===== config.mk =====
export PLATFORM = sky130hd
export DESIGN_NAME = prog_uart
export DESIGN_NICKNAME = d
export VERILOG_FILES = /design/src/rtl/uart_pkg.sv /design/src/rtl/uart_baud.sv /design/src/rtl/uart_tx.sv /design/src/rtl/uart_rx.sv /design/src/rtl/prog_uart.sv
export SDC_FILE = /design/constraint.sdc
export NUM_CORES = 1
export LEC_CHECK = 0
export BUFFER_PORTS_ARGS = -buffer_cell sky130_fd_sc_hd__buf_2
export CAP_MARGIN = 10
export CORE_UTILIZATION = 29
export CTS_CLUSTER_SIZE = 20
export DETAILED_ROUTE_END_ITERATION = 10
export SYNTH_ARGS = -nofsm -noshare
export SYNTH_HDL_FRONTEND = slang
export SYNTH_HIERARCHICAL = 1
export SYNTH_SLANG_ARGS = --single-unit

===== constraint.sdc =====
create_clock -name clk -period 5.8 [get_ports clk]
set_input_delay 0.58 -clock clk [delete_from_list [all_inputs] [get_ports clk]]
set_output_delay 0.58 -clock clk [all_outputs]
set_load 0.005 [all_outputs]

===== src/rtl/uart_pkg.sv =====
package uart_pkg;
  localparam int unsigned BYTE_W = 8;

  typedef enum logic [1:0] {
    REG_DATA  = 2'd0,
    REG_STAT  = 2'd1,
    REG_DIVLO = 2'd2,
    REG_DIVHI = 2'd3
  } reg_addr_e;

  typedef enum logic [2:0] {
    RX_IDLE,
    RX_START,
    RX_DATA,
    RX_PAR,
    RX_STOP
  } rx_state_e;

  localparam int ST_TXRDY = 0;
  localparam int ST_RXAV  = 1;
  localparam int ST_OVR   = 2;
  localparam int ST_FERR  = 3;
  localparam int ST_PERR  = 4;

  // parity bit for a byte: even when odd_sel=0, odd when odd_sel=1
  function automatic logic parity_of(input logic [BYTE_W-1:0] d, input logic odd_sel);
    return (^d) ^ odd_sel;
  endfunction
endpackage


===== src/rtl/uart_baud.sv =====
module uart_baud
  import uart_pkg::*;
#(
  parameter int unsigned DIV_RST = 326
) (
  input  logic              clk,
  input  logic              rst_n,
  input  logic              lo_we,
  input  logic              hi_we,
  input  logic [BYTE_W-1:0] wbyte,
  output logic              tick
);
  localparam int DIV_W = 2 * BYTE_W;

  logic [BYTE_W-1:0] lo_stage;
  logic [DIV_W-1:0]  div_q;
  logic [DIV_W-1:0]  cnt;

  always_ff @(posedge clk or negedge rst_n) begin
    if (!rst_n) begin
      lo_stage <= '0;
      div_q    <= DIV_W'(DIV_RST);
      cnt      <= '0;
      tick     <= 1'b0;
    end else begin
      tick <= 1'b0;
      if (lo_we) lo_stage <= wbyte;
      if (hi_we) begin
        div_q <= {wbyte, lo_stage};
        cnt   <= '0;
      end else if (({1'b0, cnt} + (DIV_W+1)'(1)) >= {1'b0, div_q}) begin
        cnt  <= '0;
        tick <= 1'b1;
      end else begin
        cnt <= cnt + DIV_W'(1);
      end
    end
  end


  tick_spacing_chk: assert property (@(posedge clk) disable iff (!rst_n)
    (tick && div_q > DIV_W'(1)) |=> !tick);
endmodule


===== src/rtl/uart_tx.sv =====
module uart_tx
  import uart_pkg::*;
#(
  parameter int unsigned OSR = 16
) (
  input  logic              clk,
  input  logic              rst_n,
  input  logic              tick,
  input  logic              load,
  input  logic [BYTE_W-1:0] ld_byte,
  input  logic              par_en,
  input  logic              par_odd,
  output logic              busy,
  output logic              txd
);
  localparam int CW      = $clog2(OSR);
  localparam int FRAME_W = BYTE_W + 3;
  localparam int NW      = $clog2(FRAME_W + 1);

  logic [FRAME_W-1:0] sreg;
  logic [NW-1:0]      nleft;
  logic [CW-1:0]      tcnt;

  always_ff @(posedge clk or negedge rst_n) begin
    if (!rst_n) begin
      sreg  <= '1;
      nleft <= '0;
      tcnt  <= '0;
      busy  <= 1'b0;
    end else if (load) begin
      sreg  <= {1'b1, par_en ? parity_of(ld_byte, par_odd) : 1'b1, ld_byte, 1'b0};
      nleft <= par_en ? NW'(FRAME_W) : NW'(FRAME_W - 1);
      tcnt  <= '0;
      busy  <= 1'b1;
    end else if (busy && tick) begin
      if (tcnt == CW'(OSR - 1)) begin
        tcnt <= '0;
        if (nleft == NW'(1)) begin
          busy <= 1'b0;
        end else begin
          nleft <= nleft - NW'(1);
          sreg  <= {1'b1, sreg[FRAME_W-1:1]};
        end
      end else begin
        tcnt <= tcnt + CW'(1);
      end
    end
  end

  assign txd = busy ? sreg[0] : 1'b1;


  start_low_chk: assert property (@(posedge clk) disable iff (!rst_n)
    $rose(busy) |-> !txd);

  stop_high_chk: assert property (@(posedge clk) disable iff (!rst_n)
    (busy && nleft == NW'(1)) |-> txd);

  load_idle_chk: assert property (@(posedge clk) disable iff (!rst_n)
    load |-> !busy);
endmodule


===== src/rtl/uart_rx.sv =====
module uart_rx
  import uart_pkg::*;
#(
  parameter int unsigned OSR = 16
) (
  input  logic              clk,
  input  logic              rst_n,
  input  logic              tick,
  input  logic              rxd_async,
  input  logic              par_en,
  input  logic              par_odd,
  output logic              done,
  output logic [BYTE_W-1:0] byte_o,
  output logic              ferr_o,
  output logic              perr_o
);
  localparam int CW = $clog2(OSR);
  localparam int BW = $clog2(BYTE_W);

  logic              s1, s2, s3;
  rx_state_e         state;
  logic [CW-1:0]     tcnt;
  logic [BW-1:0]     bcnt;
  logic [BYTE_W-1:0] sh;
  logic              pbit, pen_l, podd_l;
  logic              at_mid, at_end;

  always_ff @(posedge clk or negedge rst_n) begin
    if (!rst_n) begin
      s1 <= 1'b1;
      s2 <= 1'b1;
      s3 <= 1'b1;
    end else begin
      s1 <= rxd_async;
      s2 <= s1;
      s3 <= s2;
    end
  end

  assign at_mid = tick && (tcnt == CW'(OSR/2 - 1));
  assign at_end = tick && (tcnt == CW'(OSR - 1));

  always_ff @(posedge clk or negedge rst_n) begin
    if (!rst_n) begin
      state  <= RX_IDLE;
      tcnt   <= '0;
      bcnt   <= '0;
      sh     <= '0;
      pbit   <= 1'b0;
      pen_l  <= 1'b0;
      podd_l <= 1'b0;
      done   <= 1'b0;
      byte_o <= '0;
      ferr_o <= 1'b0;
      perr_o <= 1'b0;
    end else begin
      done <= 1'b0;
      if (state != RX_IDLE && tick) tcnt <= tcnt + CW'(1);
      unique case (state)
        RX_IDLE: if (s3 && !s2) begin
          state  <= RX_START;
          tcnt   <= '0;
          pen_l  <= par_en;
          podd_l <= par_odd;
        end
        RX_START: if (at_mid) begin
          tcnt <= '0;
          bcnt <= '0;
          state <= s2 ? RX_IDLE : RX_DATA;
        end
        RX_DATA: if (at_end) begin
          sh   <= {s2, sh[BYTE_W-1:1]};
          bcnt <= bcnt + BW'(1);
          if (bcnt == BW'(BYTE_W - 1)) state <= pen_l ? RX_PAR : RX_STOP;
        end
        RX_PAR: if (at_end) begin
          pbit  <= s2;
          state <= RX_STOP;
        end
        RX_STOP: if (at_end) begin
          done   <= 1'b1;
          byte_o <= sh;
          ferr_o <= !s2;
          perr_o <= pen_l && (pbit != parity_of(sh, podd_l));
          state  <= RX_IDLE;
        end
        default: state <= RX_IDLE;
      endcase
    end
  end


  false_start_chk: assert property (@(posedge clk) disable iff (!rst_n)
    (state == RX_START && at_mid && s2) |=> (state == RX_IDLE && !done));

  done_pulse_chk: assert property (@(posedge clk) disable iff (!rst_n)
    done |=> !done);
endmodule


===== src/rtl/prog_uart.sv =====
module prog_uart
  import uart_pkg::*;
#(
  parameter int unsigned DIV_RST = 326,
  parameter int unsigned OSR     = 16
) (
  input  logic              clk,
  input  logic              rst_n,
  input  logic              bus_cs,
  input  logic              bus_rd_nwr,
  input  logic [1:0]        bus_addr,
  input  logic [BYTE_W-1:0] bus_wdata,
  output logic [BYTE_W-1:0] bus_rdata,
  output logic              bus_rdata_oe,
  input  logic [1:0]        par_mode,
  input  logic              ser_rx,
  output logic              ser_tx,
  output logic              tx_ready,
  output logic              rx_avail
);
  logic              wr_en, rd_en, tx_acc, tx_load, data_rd, stat_rd;
  logic              tick, tx_busy, par_en, par_odd;
  logic              rx_done, rx_ferr, rx_perr;
  logic [BYTE_W-1:0] rx_byte;
  logic [BYTE_W-1:0] hold_q, rx_data_q, status;
  logic              hold_full, ovr_q, ferr_q, perr_q;

  assign wr_en   = bus_cs && !bus_rd_nwr;
  assign rd_en   = bus_cs && bus_rd_nwr;
  assign tx_acc  = wr_en && (bus_addr == REG_DATA) && !hold_full;
  assign tx_load = hold_full && !tx_busy;
  assign data_rd = rd_en && (bus_addr == REG_DATA);
  assign stat_rd = rd_en && (bus_addr == REG_STAT);
  assign par_en  = (par_mode == 2'b01) || (par_mode == 2'b10);
  assign par_odd = (par_mode == 2'b10);

  uart_baud #(.DIV_RST(DIV_RST)) u_baud (
    .clk   (clk),
    .rst_n (rst_n),
    .lo_we (wr_en && bus_addr == REG_DIVLO),
    .hi_we (wr_en && bus_addr == REG_DIVHI),
    .wbyte (bus_wdata),
    .tick  (tick)
  );

  uart_tx #(.OSR(OSR)) u_tx (
    .clk     (clk),
    .rst_n   (rst_n),
    .tick    (tick),
    .load    (tx_load),
    .ld_byte (hold_q),
    .par_en  (par_en),
    .par_odd (par_odd),
    .busy    (tx_busy),
    .txd     (ser_tx)
  );

  uart_rx #(.OSR(OSR)) u_rx (
    .clk       (clk),
    .rst_n     (rst_n),
    .tick      (tick),
    .rxd_async (ser_rx),
    .par_en    (par_en),
    .par_odd   (par_odd),
    .done      (rx_done),
    .byte_o    (rx_byte),
    .ferr_o    (rx_ferr),
    .perr_o    (rx_perr)
  );

  always_ff @(posedge clk or negedge rst_n) begin
    if (!rst_n) begin
      hold_q    <= '0;
      hold_full <= 1'b0;
    end else if (tx_acc) begin
      hold_q    <= bus_wdata;
      hold_full <= 1'b1;
    end else if (tx_load) begin
      hold_full <= 1'b0;
    end
  end

  always_ff @(posedge clk or negedge rst_n) begin
    if (!rst_n) begin
      rx_data_q <= '0;
      rx_avail  <= 1'b0;
      ovr_q     <= 1'b0;
      ferr_q    <= 1'b0;
      perr_q    <= 1'b0;
    end else begin
      ovr_q  <= (ovr_q  && !stat_rd) || (rx_done && rx_avail && !data_rd);
      ferr_q <= (ferr_q && !stat_rd) || (rx_done && rx_ferr);
      perr_q <= (perr_q && !stat_rd) || (rx_done && rx_perr);
      if (rx_done) begin
        rx_data_q <= rx_byte;
        rx_avail  <= 1'b1;
      end else if (data_rd) begin
        rx_avail <= 1'b0;
      end
    end
  end

  assign tx_ready = !hold_full;

  always_comb begin
    status           = '0;
    status[ST_TXRDY] = tx_ready;
    status[ST_RXAV]  = rx_avail;
    status[ST_OVR]   = ovr_q;
    status[ST_FERR]  = ferr_q;
    status[ST_PERR]  = perr_q;
  end

  assign bus_rdata_oe = rd_en;

  always_comb begin
    bus_rdata = '0;
    if (rd_en) begin
      unique case (bus_addr)
        REG_DATA: bus_rdata = rx_data_q;
        REG_STAT: bus_rdata = status;
        default:  bus_rdata = '0;
      endcase
    end
  end


  ready_fall_chk: assert property (@(posedge clk) disable iff (!rst_n)
    $fell(tx_ready) |-> $past(bus_cs && !bus_rd_nwr && bus_addr == REG_DATA));

  avail_rise_chk: assert property (@(posedge clk) disable iff (!rst_n)
    $rose(rx_avail) |-> $past(rx_done));

  overrun_set_chk: assert property (@(posedge clk) disable iff (!rst_n)
    $rose(ovr_q) |-> $past(rx_avail && rx_done));

  bus_release_chk: assert property (@(posedge clk) disable iff (!rst_n)
    !bus_rdata_oe |-> (bus_rdata == '0));
endmodule


==> Flow_metrics.wiki, run 1 <==
{| class="wikitable"
! Metric !! Value
|-
| Status || complete, no violations
|-
| Number of nets in the layout || 606
|-
| Fraction of final layout cells sized beyond drive strength 1 || 23.4%
|-
| Cell with the biggest individual delay on the critical path || sky130_fd_sc_hd__nand3_1
|-
| Static power due to leakage || 0.00317 uW
|-
| Count of final hold-check violations || 0
|-
| Wirelength, routed || 11300 um
|-
| Cells taking the most area after synthesis || sky130_fd_sc_hd__dfrtp_1, sky130_fd_sc_hd__dfstp_2, sky130_fd_sc_hd__mux2_2
|-
| Floorplan core area || a little under 0.02 mm2
|-
| Grt total ovfl || 0
|-
| Most used standard cells in the synthesized netlist || sky130_fd_sc_hd__dfrtp_1, sky130_fd_sc_hd__nand2_1, sky130_fd_sc_hd__mux2_2
|-
| Path category of the worst min-delay check || in2async
|-
| Predominant post-synthesis flop cell || sky130_fd_sc_hd__dfrtp_1
|-
| Count of inserted antenna diode cells || 0
|-
| Number of primary I/O pins || 29
|-
| Setup repair after global routing missed its margin || no
|-
| Synth Cell Area || 0.00572 mm2
|-
| First-pass GRT wire length || 18900 um
|-
| Most frequently used cell type in the post-synthesis netlist || sky130_fd_sc_hd__dfrtp_1
|-
| Worst Skew || 0.00538 ns
|-
| Endpoint type of the worst setup path || flip-flop
|-
| Post-synthesis instance total || 533
|-
| Top metal layer carrying routed signals || met4
|-
| Drt first pass iters || 4
|-
| Area enclosed by the die boundary || slightly above 0.02 mm2
|-
| Max_slew headroom || 41.2%
|-
| Type of origin of the critical path || flip-flop
|-
| Starting DRT DRC Count || 179
|-
| Number of buffers inserted by port buffering || 28
|-
| Unique cell type count in the Yosys netlist || 63
|-
| Synth Warn # || 6
|-
| Maximum Capacitance Violations || 0
|-
| Post-DP HPWL || 7680 um
|-
| CTS tree || built
|-
| Hold buffers post-CTS || 0
|-
| H-tree Lvls || 4
|-
| Maximum clock insertion buffer count || 2
|-
| Reg-to-reg slack, setup || roughly 2.5 ns
|-
| Number of setup buffers added after CTS || 0
|-
| Syn Nets || 575
|-
| Flop and latch count out of synthesis || 116
|-
| Arrival time at the worst endpoint || 3.57 ns
|-
| Combined global-route utilization of all metal layers || 12.1%
|-
| Clk slew on worst S/H paths || 0.05 ns
|-
| Synth-to-Final Area Change || 18.2%
|-
| Met1 layer wirelength in the final routing || 5560 um
|-
| Share of synthesized flip-flops with an asynchronous set or reset || 100%
|-
| Number of buffers added by the clock tree synthesis step || 17
|-
| Mean cell area of the mapped netlist || 10.7 um2
|-
| Final worst hold slack || around 0.21 ns
|-
| Max-slew violations || 0
|-
| Routability congestion estimate from global placement || 0.773
|-
| Worst path required time || around 6.1 ns
|-
| Ratio of total power to cell area || 402 mW/mm2
|-
| Category of cells accounting for the largest share of critical-path delay || simple AND/OR/NAND/NOR gates
|-
| Share of the cycle needed by the critical path after routing || 56.5%
|-
| Stage delay of the slowest cell on the critical path || 0.53 ns
|-
| Antenna violations before repair || 0
|-
| Peak VDD IR || between 0.0002 and 0.00025 V
|-
| Via count of the first global-routing pass || 3787
|-
| Register area share after synthesis || around half
|-
| Setup TNS after final layout || 0 ns
|-
| Average wire per standard cell || 13.4 um
|-
| Total number of vias || about 3800
|-
| Later-pin clock latency in the skew report || ~0.41 ns
|-
| Area leader, netlist || sky130_fd_sc_hd__dfrtp_1
|-
| Number of routed nets with antenna violations || 0
|-
| Top-area cell type share of the netlist area || 43.3%
|-
| Post-cts resize count || 0
|-
| Pin count of the biggest net entering global routing || 66
|-
| F_max || 305 MHz
|-
| Least-Margin Pin Slew || 0.875 ns
|-
| Clock root buffer || sky130_fd_sc_hd__clkbuf_16
|-
| Initial Utilization || 29.5%
|-
| Number of flops mapped to enable cells by yosys || 0
|-
| Std cell rows || 51
|-
| DRC Markers || 0
|-
| Period minus WS final || 3.27 ns
|-
| Endpoints failing setup || 0
|-
| Met2 wirelength from detailed routing || ~5300 um
|-
| Met3 wirelength from detailed routing || 299 um
|-
| Ratio of routed vias to standard cells || 4.54
|-
| Floorplan die width || approximately 140 um
|-
| Combined buffer and inverter count along the critical path || 0
|-
| Worst path cell trace || ha_1 -> nand3_1 -> nor2_1 -> and3_1 -> xor2_1 -> ha_1 -> a21oi_1 -> nor2_1 -> o31ai_1 -> nand3_1 -> nor3b_1
|-
| CTS sink cnt || around 120
|-
| Vert. Die Dim || around 140 um
|-
| Type of the worst setup path || reg2reg
|-
| Maximum fanout encountered on the critical timing path || 16
|}
-- state kept, by name, summed over array words and instances (netlist names), 4 cells and up --
signal           cells
u_baud/cnt          16
u_baud/div_q        16
u_tx/sreg           10
hold_q               8
rx_data_q            8
u_baud/lo_stage      8
u_rx/byte_o          8
u_rx/sh              8
u_rx/tcnt            4
u_tx/nleft           4
u_tx/tcnt            4
-- worst reg2reg max path, stage by stage (launching register included) --
cell	delay, ns
sky130_fd_sc_hd__dfrtp_1	0.46
sky130_fd_sc_hd__ha_1	0.27
sky130_fd_sc_hd__nand3_1	0.13
sky130_fd_sc_hd__nor2_1	0.23
sky130_fd_sc_hd__and3_1	0.20
sky130_fd_sc_hd__xor2_1	0.18
sky130_fd_sc_hd__ha_1	0.27
sky130_fd_sc_hd__a21oi_1	0.15
sky130_fd_sc_hd__nor2_1	0.05
sky130_fd_sc_hd__o31ai_1	0.28
sky130_fd_sc_hd__nand3_1	0.54
sky130_fd_sc_hd__nor3b_1	0.40
-- layout make-up --
class                   count  area, um2
fillers                  1966      12600
flip-flops and latches    116       2920
multi-input cells         370       2600
clock buffers              20        467
well taps                 265        332
clock inverters            12        176
repair buffers             30        158
inverters                  29        109
-- logic make-up after synthesis --
| kind of cell | Yosys count | synth area share, % |
|---|---|---|
| and+or+nand+nor | 189 | 17.4 |
| xor gates and xnor gates | 34 | 5.82 |
| AOI/OAI and AO/OA | 84 | 9.16 |
| adders and majority gates | 25 | 5.47 |
| muxes | 38 | 7.52 |
| DFF | 116 | 51.1 |
| buffers and inverters | 47 | 3.52 |
-- where the power goes --
group          leakage [uW]  internal (uW)  switching [uW]
registers           0.00148            980             123
logic               0.00139            242             243
clock network      0.000301            752             379
total               0.00317           1970             745
-- placed cells by master, fill, tap and decap left out, types with 5 or more instances in the layout --
cell | synthesis | routed
sky130_fd_sc_hd__mux2_2 | 36 | 36
sky130_fd_sc_hd__xnor2_1 | 20 | 20
sky130_fd_sc_hd__nor2b_1 | 10 | 10
sky130_fd_sc_hd__a21oi_1 | 32 | 32
sky130_fd_sc_hd__nand2_1 | 78 | 78
sky130_fd_sc_hd__nor2_1 | 27 | 27
sky130_fd_sc_hd__o21ai_0 | 22 | 22
sky130_fd_sc_hd__ha_1 | 25 | 25
sky130_fd_sc_hd__dfstp_2 | 17 | 17
sky130_fd_sc_hd__nand4_1 | 8 | 8
sky130_fd_sc_hd__xor2_1 | 11 | 11
sky130_fd_sc_hd__dfrtp_1 | 99 | 99
sky130_fd_sc_hd__a22o_1 | 9 | 9
sky130_fd_sc_hd__clkbuf_16 | 0 | 17
sky130_fd_sc_hd__inv_1 | 28 | 28
sky130_fd_sc_hd__and2_1 | 5 | 5
sky130_fd_sc_hd__clkinvlp_4 | 0 | 5
sky130_fd_sc_hd__buf_2 | 4 | 27
sky130_fd_sc_hd__nand3_1 | 13 | 13
sky130_fd_sc_hd__and3_1 | 5 | 5
sky130_fd_sc_hd__nor3_1 | 8 | 8
-- path summary, 6_finish.rpt --
kind / start / end / depth (start not counted)
worst max-delay path: u_baud/cnt[0] / u_baud/cnt[0] / 11
max in group asynchronous: rst_n / u_baud/lo_stage[1] / 2
worst max register to register: u_baud/cnt[0] / u_baud/cnt[0] / 11
worst min-delay path: rst_n / u_rx/bcnt[1] / 1
worst min register to register: u_rx/s1 / u_rx/s2 / 0
min in group clk: ser_rx / u_rx/s1 / 1
-- metal layers --
metal	vias to the layer above	global-route usage [%]
met5	-	0
met4	0	4.24
met3	12	3.33
met2	45	19.1
met1	1867	15.7
li1	1897	-
-- through the flow --
stage	power (uW)	instances	area, um2	util, %	setup WS [ns]
6_report	2720	842	6760	34.9	2.53
5_1_grt	2870	842	6760	34.9	2.22
4_1_cts	2750	842	6760	34.9	2.55
3_5_place_dp	1600	810	6120	31.5	2.64
3_3_place_gp	1590	810	6120	31.5	2.70
2_1_floorplan	1460	533	5720	-	3.21
Power figures use the tool's default switching activity.
==> inputs of run 2 (changes only) <==
==> constraint.sdc (replaced) <==
create_clock -name clk -period 3.2 [get_ports clk]
set_input_delay 0.32 -clock clk [delete_from_list [all_inputs] [get_ports clk]]
set_output_delay 0.32 -clock clk [all_outputs]
set_load 0.005 [all_outputs]
==> run 2 against run 1 <==
  * Utilization down 0.24 points
  * Sequential share of layout area rose by 0.30 points
  * Register-to-register slack lost 2.2 ns
  * Power is 70% higher
  * Count of clock-buffer cells in the layout rose by 3
  * Critical endpoint is now u_baud/cnt[12]
  * Design area down 0.68%
  * Wire length up 0.41%
  * Sequential cell count did not move
  * Non-clock buffer count rose by 4
==> Flow_metrics.wiki, run 2 (synthesis gave the netlist of run 1 again) <==
{| class="wikitable"
! Metric !! Value
|-
| Combined global-route utilization of all metal layers || 12.5% (+0.44 points)
|-
| Clk slew on worst S/H paths || 0.05 ns (about the same)
|-
| CTS sink cnt || 116 (unchanged)
|-
| Worst path required time || 3.51 ns (-2.59 ns)
|-
| Setup repair after global routing missed its margin || no
|-
| Type of origin of the critical path || flip-flop
|-
| Total number of vias || 3864 (+1.1%)
|-
| Floorplan core area || 0.0194 mm2 (unchanged)
|-
| Peak VDD IR || 0.000404 V (+72%)
|-
| Wirelength, routed || 11300 um (+0.41%)
|-
| Status || complete, no violations
|-
| Synth-to-Final Area Change || 17.4%
|-
| Worst setup timing slack at the placement stage || 0.363 ns (-2.28 ns)
|-
| Antenna violations before repair || 0 (unchanged)
|-
| Worst setup path end || u_baud/cnt[12]
|-
| Stage delay of the slowest cell on the critical path || 0.45 ns (-0.08 ns)
|-
| Worst setup startpoint || u_baud/cnt[0]
|-
| Initial Utilization || 29.5% (unchanged)
|-
| Later-pin clock latency in the skew report || 0.42 ns (about the same)
|-
| Grt total ovfl || 0 (unchanged)
|-
| Worst path cell trace || ha_1 -> nand3_1 -> or2_4 -> nor3_4 -> xor2_2 -> ha_1 -> nand4_1 -> nor2_1 -> o311ai_2 -> nand3_1 -> buf_4 -> and2b_1
|-
| Floorplan die width || 142 um (unchanged)
|-
| Reg-to-reg slack, setup || 0.34 ns (-2.18 ns)
|-
| Worst Skew || 0.00790 ns (+0.00252 ns)
|-
| Cell with the biggest individual delay on the critical path || sky130_fd_sc_hd__dfrtp_1
|-
| Origin of the critical flop-to-flop path || u_baud/cnt[0]
|-
| First-pass GRT wire length || 19400 um (+3.0%)
|-
| Max-slew violations || 0 (unchanged)
|-
| DRC Markers || 0 (unchanged)
|-
| Setup TNS after final layout || 0 ns (unchanged)
|-
| Maximum clock insertion buffer count || 2 (unchanged)
|-
| Maximum Capacitance Violations || 0 (unchanged)
|-
| Max_slew headroom || 41.3% (about the same)
|-
| Most common library cell in the layout ignoring fill and taps || sky130_fd_sc_hd__dfrtp_1
|-
| Number of routed nets with antenna violations || 0 (unchanged)
|-
| Count of final hold-check violations || 0 (unchanged)
|-
| Number of nets in the layout || 610 (+0.66%)
|-
| Commonest cells after routing, fill and taps aside || sky130_fd_sc_hd__dfrtp_1, sky130_fd_sc_hd__nand2_1, sky130_fd_sc_hd__mux2_2
|-
| Average wire per standard cell || 13.4 um (about the same)
|-
| Pin count of the biggest net entering global routing || 69 (+4.5%)
|-
| F_max || 350 MHz (+15%)
|-
| Endpoints failing setup || 0 (unchanged)
|-
| Area enclosed by the die boundary || 0.0203 mm2 (unchanged)
|-
| Count of inserted antenna diode cells || 0 (unchanged)
|-
| Number of buffers added by the clock tree synthesis step || 17 (unchanged)
|-
| Static power due to leakage || 0.00316 uW (-0.48%)
|-
| Endpoint type of the worst setup path || flip-flop
|-
| Number of buffers inserted by port buffering || 28 (unchanged)
|-
| Vert. Die Dim || 142 um (unchanged)
|-
| Path category of the worst min-delay check || in2reg
|-
| Least-Margin Pin Slew || 0.874 ns (-0.000449 ns)
|-
| Via count of the first global-routing pass || 3832 (+1.2%)
|-
| Final worst-path setup slack || 0.343 ns (-2.18 ns)
|-
| CTS tree || built
|-
| Period minus WS final || 2.86 ns (-0.418 ns)
|-
| Ratio of total power to cell area || 690 mW/mm2 (+72%)
|-
| Drt first pass iters || 4 (unchanged)
|-
| Maximum fanout encountered on the critical timing path || 16 (unchanged)
|-
| Ratio of routed vias to standard cells || 4.57 (+0.65%)
|-
| Fraction of final layout cells sized beyond drive strength 1 || 22.9% (-0.51 points)
|-
| Starting DRT DRC Count || 185 (+3.4%)
|-
| R2R cell count || 12 (+1)
|-
| Biggest regs || u_baud/cnt x16, u_baud/div_q x16, u_tx/sreg x10
|-
| H-tree Lvls || 4 (unchanged)
|-
| Post-DP HPWL || 7850 um (+2.2%)
|-
| Number of primary I/O pins || 29 (unchanged)
|-
| Crit Reg-Reg Endpoint || u_baud/cnt[12]
|-
| Std cell rows || 51 (unchanged)
|-
| Share of the cycle needed by the critical path after routing || 89.3% (+33 points)
|-
| Type of the worst setup path || reg2reg
|-
| Clock root buffer || sky130_fd_sc_hd__clkbuf_16
|-
| Routability congestion estimate from global placement || 0.774 (+0.13%)
|-
| Arrival time at the worst endpoint || 3.17 ns (-0.40 ns)
|}
==> run 2: cell count changes in the layout (fill, tap and decap cells not counted), sizes merged <==
cell,before,now
clkbuf,20,23
clkinv,3,6
dlygate4sd3,0,2
buf,30,32
inv,29,28
bufinv,4,1
clkinvlp,5,3
==> run 2: report_power, final <==
group          internal [uW]  total, uW  leakage [uW]  switching, uW
clock network           1100       1760      0.000263            658
logic                    443        879       0.00142            436
registers               1780       2000       0.00148            221
total                   3320       4640       0.00316           1320
==> run 2: cell type report <==
class / instances / area, um2
Fill cell: 2003 / 12700
Sequential cell: 116 / 2920
Multi-Input combinational cell: 370 / 2600
Clock buffer: 23 / 468
Tap cell: 265 / 332
Timing Repair Buffer: 34 / 205
Inverter: 29 / 109
Clock inverter: 9 / 81.3
==> run 2: timing repair <==
action	CTS	global route
setup buffers	0	0
hold buffers	2	0
gates resized for setup	0	0
endpoints found under the hold margin	46	0
==> run 2: worst max-delay path: cells and delay by family, from the launching register on <==
kind / cells / cell delay, ns
simple gates: 7 / 1.29
fa+ha+maj: 2 / 0.55
flops: 1 / 0.45
buf+inv: 1 / 0.21
compound gates: 1 / 0.16
xor+xnor: 1 / 0.09
==> run 2: worst min path at each step <==
| stage | depth (start not counted) | endpoint | from | slack (ns) |
|---|---|---|---|---|
| finish | 3 | u_baud/div_q[12] | bus_wdata[4] | 0.15 |
| global route | 3 | u_baud/div_q[11] | bus_wdata[3] | 0.15 |
| CTS | 3 | u_baud/div_q[11] | bus_wdata[3] | 0.13 |
| detailed placement | 0 | u_rx/s2 | u_rx/s1 | 0.35 |
| global placement | 0 | u_rx/s2 | u_rx/s1 | 0.35 |
| floorplan | 0 | ferr_q | rst_n | 0.02 |
==> run 2: metal layers <==
layer  vias to the layer above  wire length (um)  global-route usage [%]  share of wire, %
met4                         0               214                    6.11               1.9
met3                        16               364                    3.50               3.2
met5                         -                 0                       0                 0
met1                      1884              5520                    16.0                49
li1                       1910                 -                       -                 -
met2                        54              5230                    19.3                46
==> run 2: through the flow <==
step	cells	utilization, %	hold WS, ns	total power, uW	area [um2]
5_1_grt	846	34.6	0.153	4930	6720
6_report	846	34.6	0.146	4640	6720
2_1_floorplan	533	-	0.0244	2650	5720
3_3_place_gp	812	31.7	0.347	2880	6150
3_5_place_dp	812	31.7	0.347	2910	6150
4_1_cts	846	34.6	0.131	4700	6720
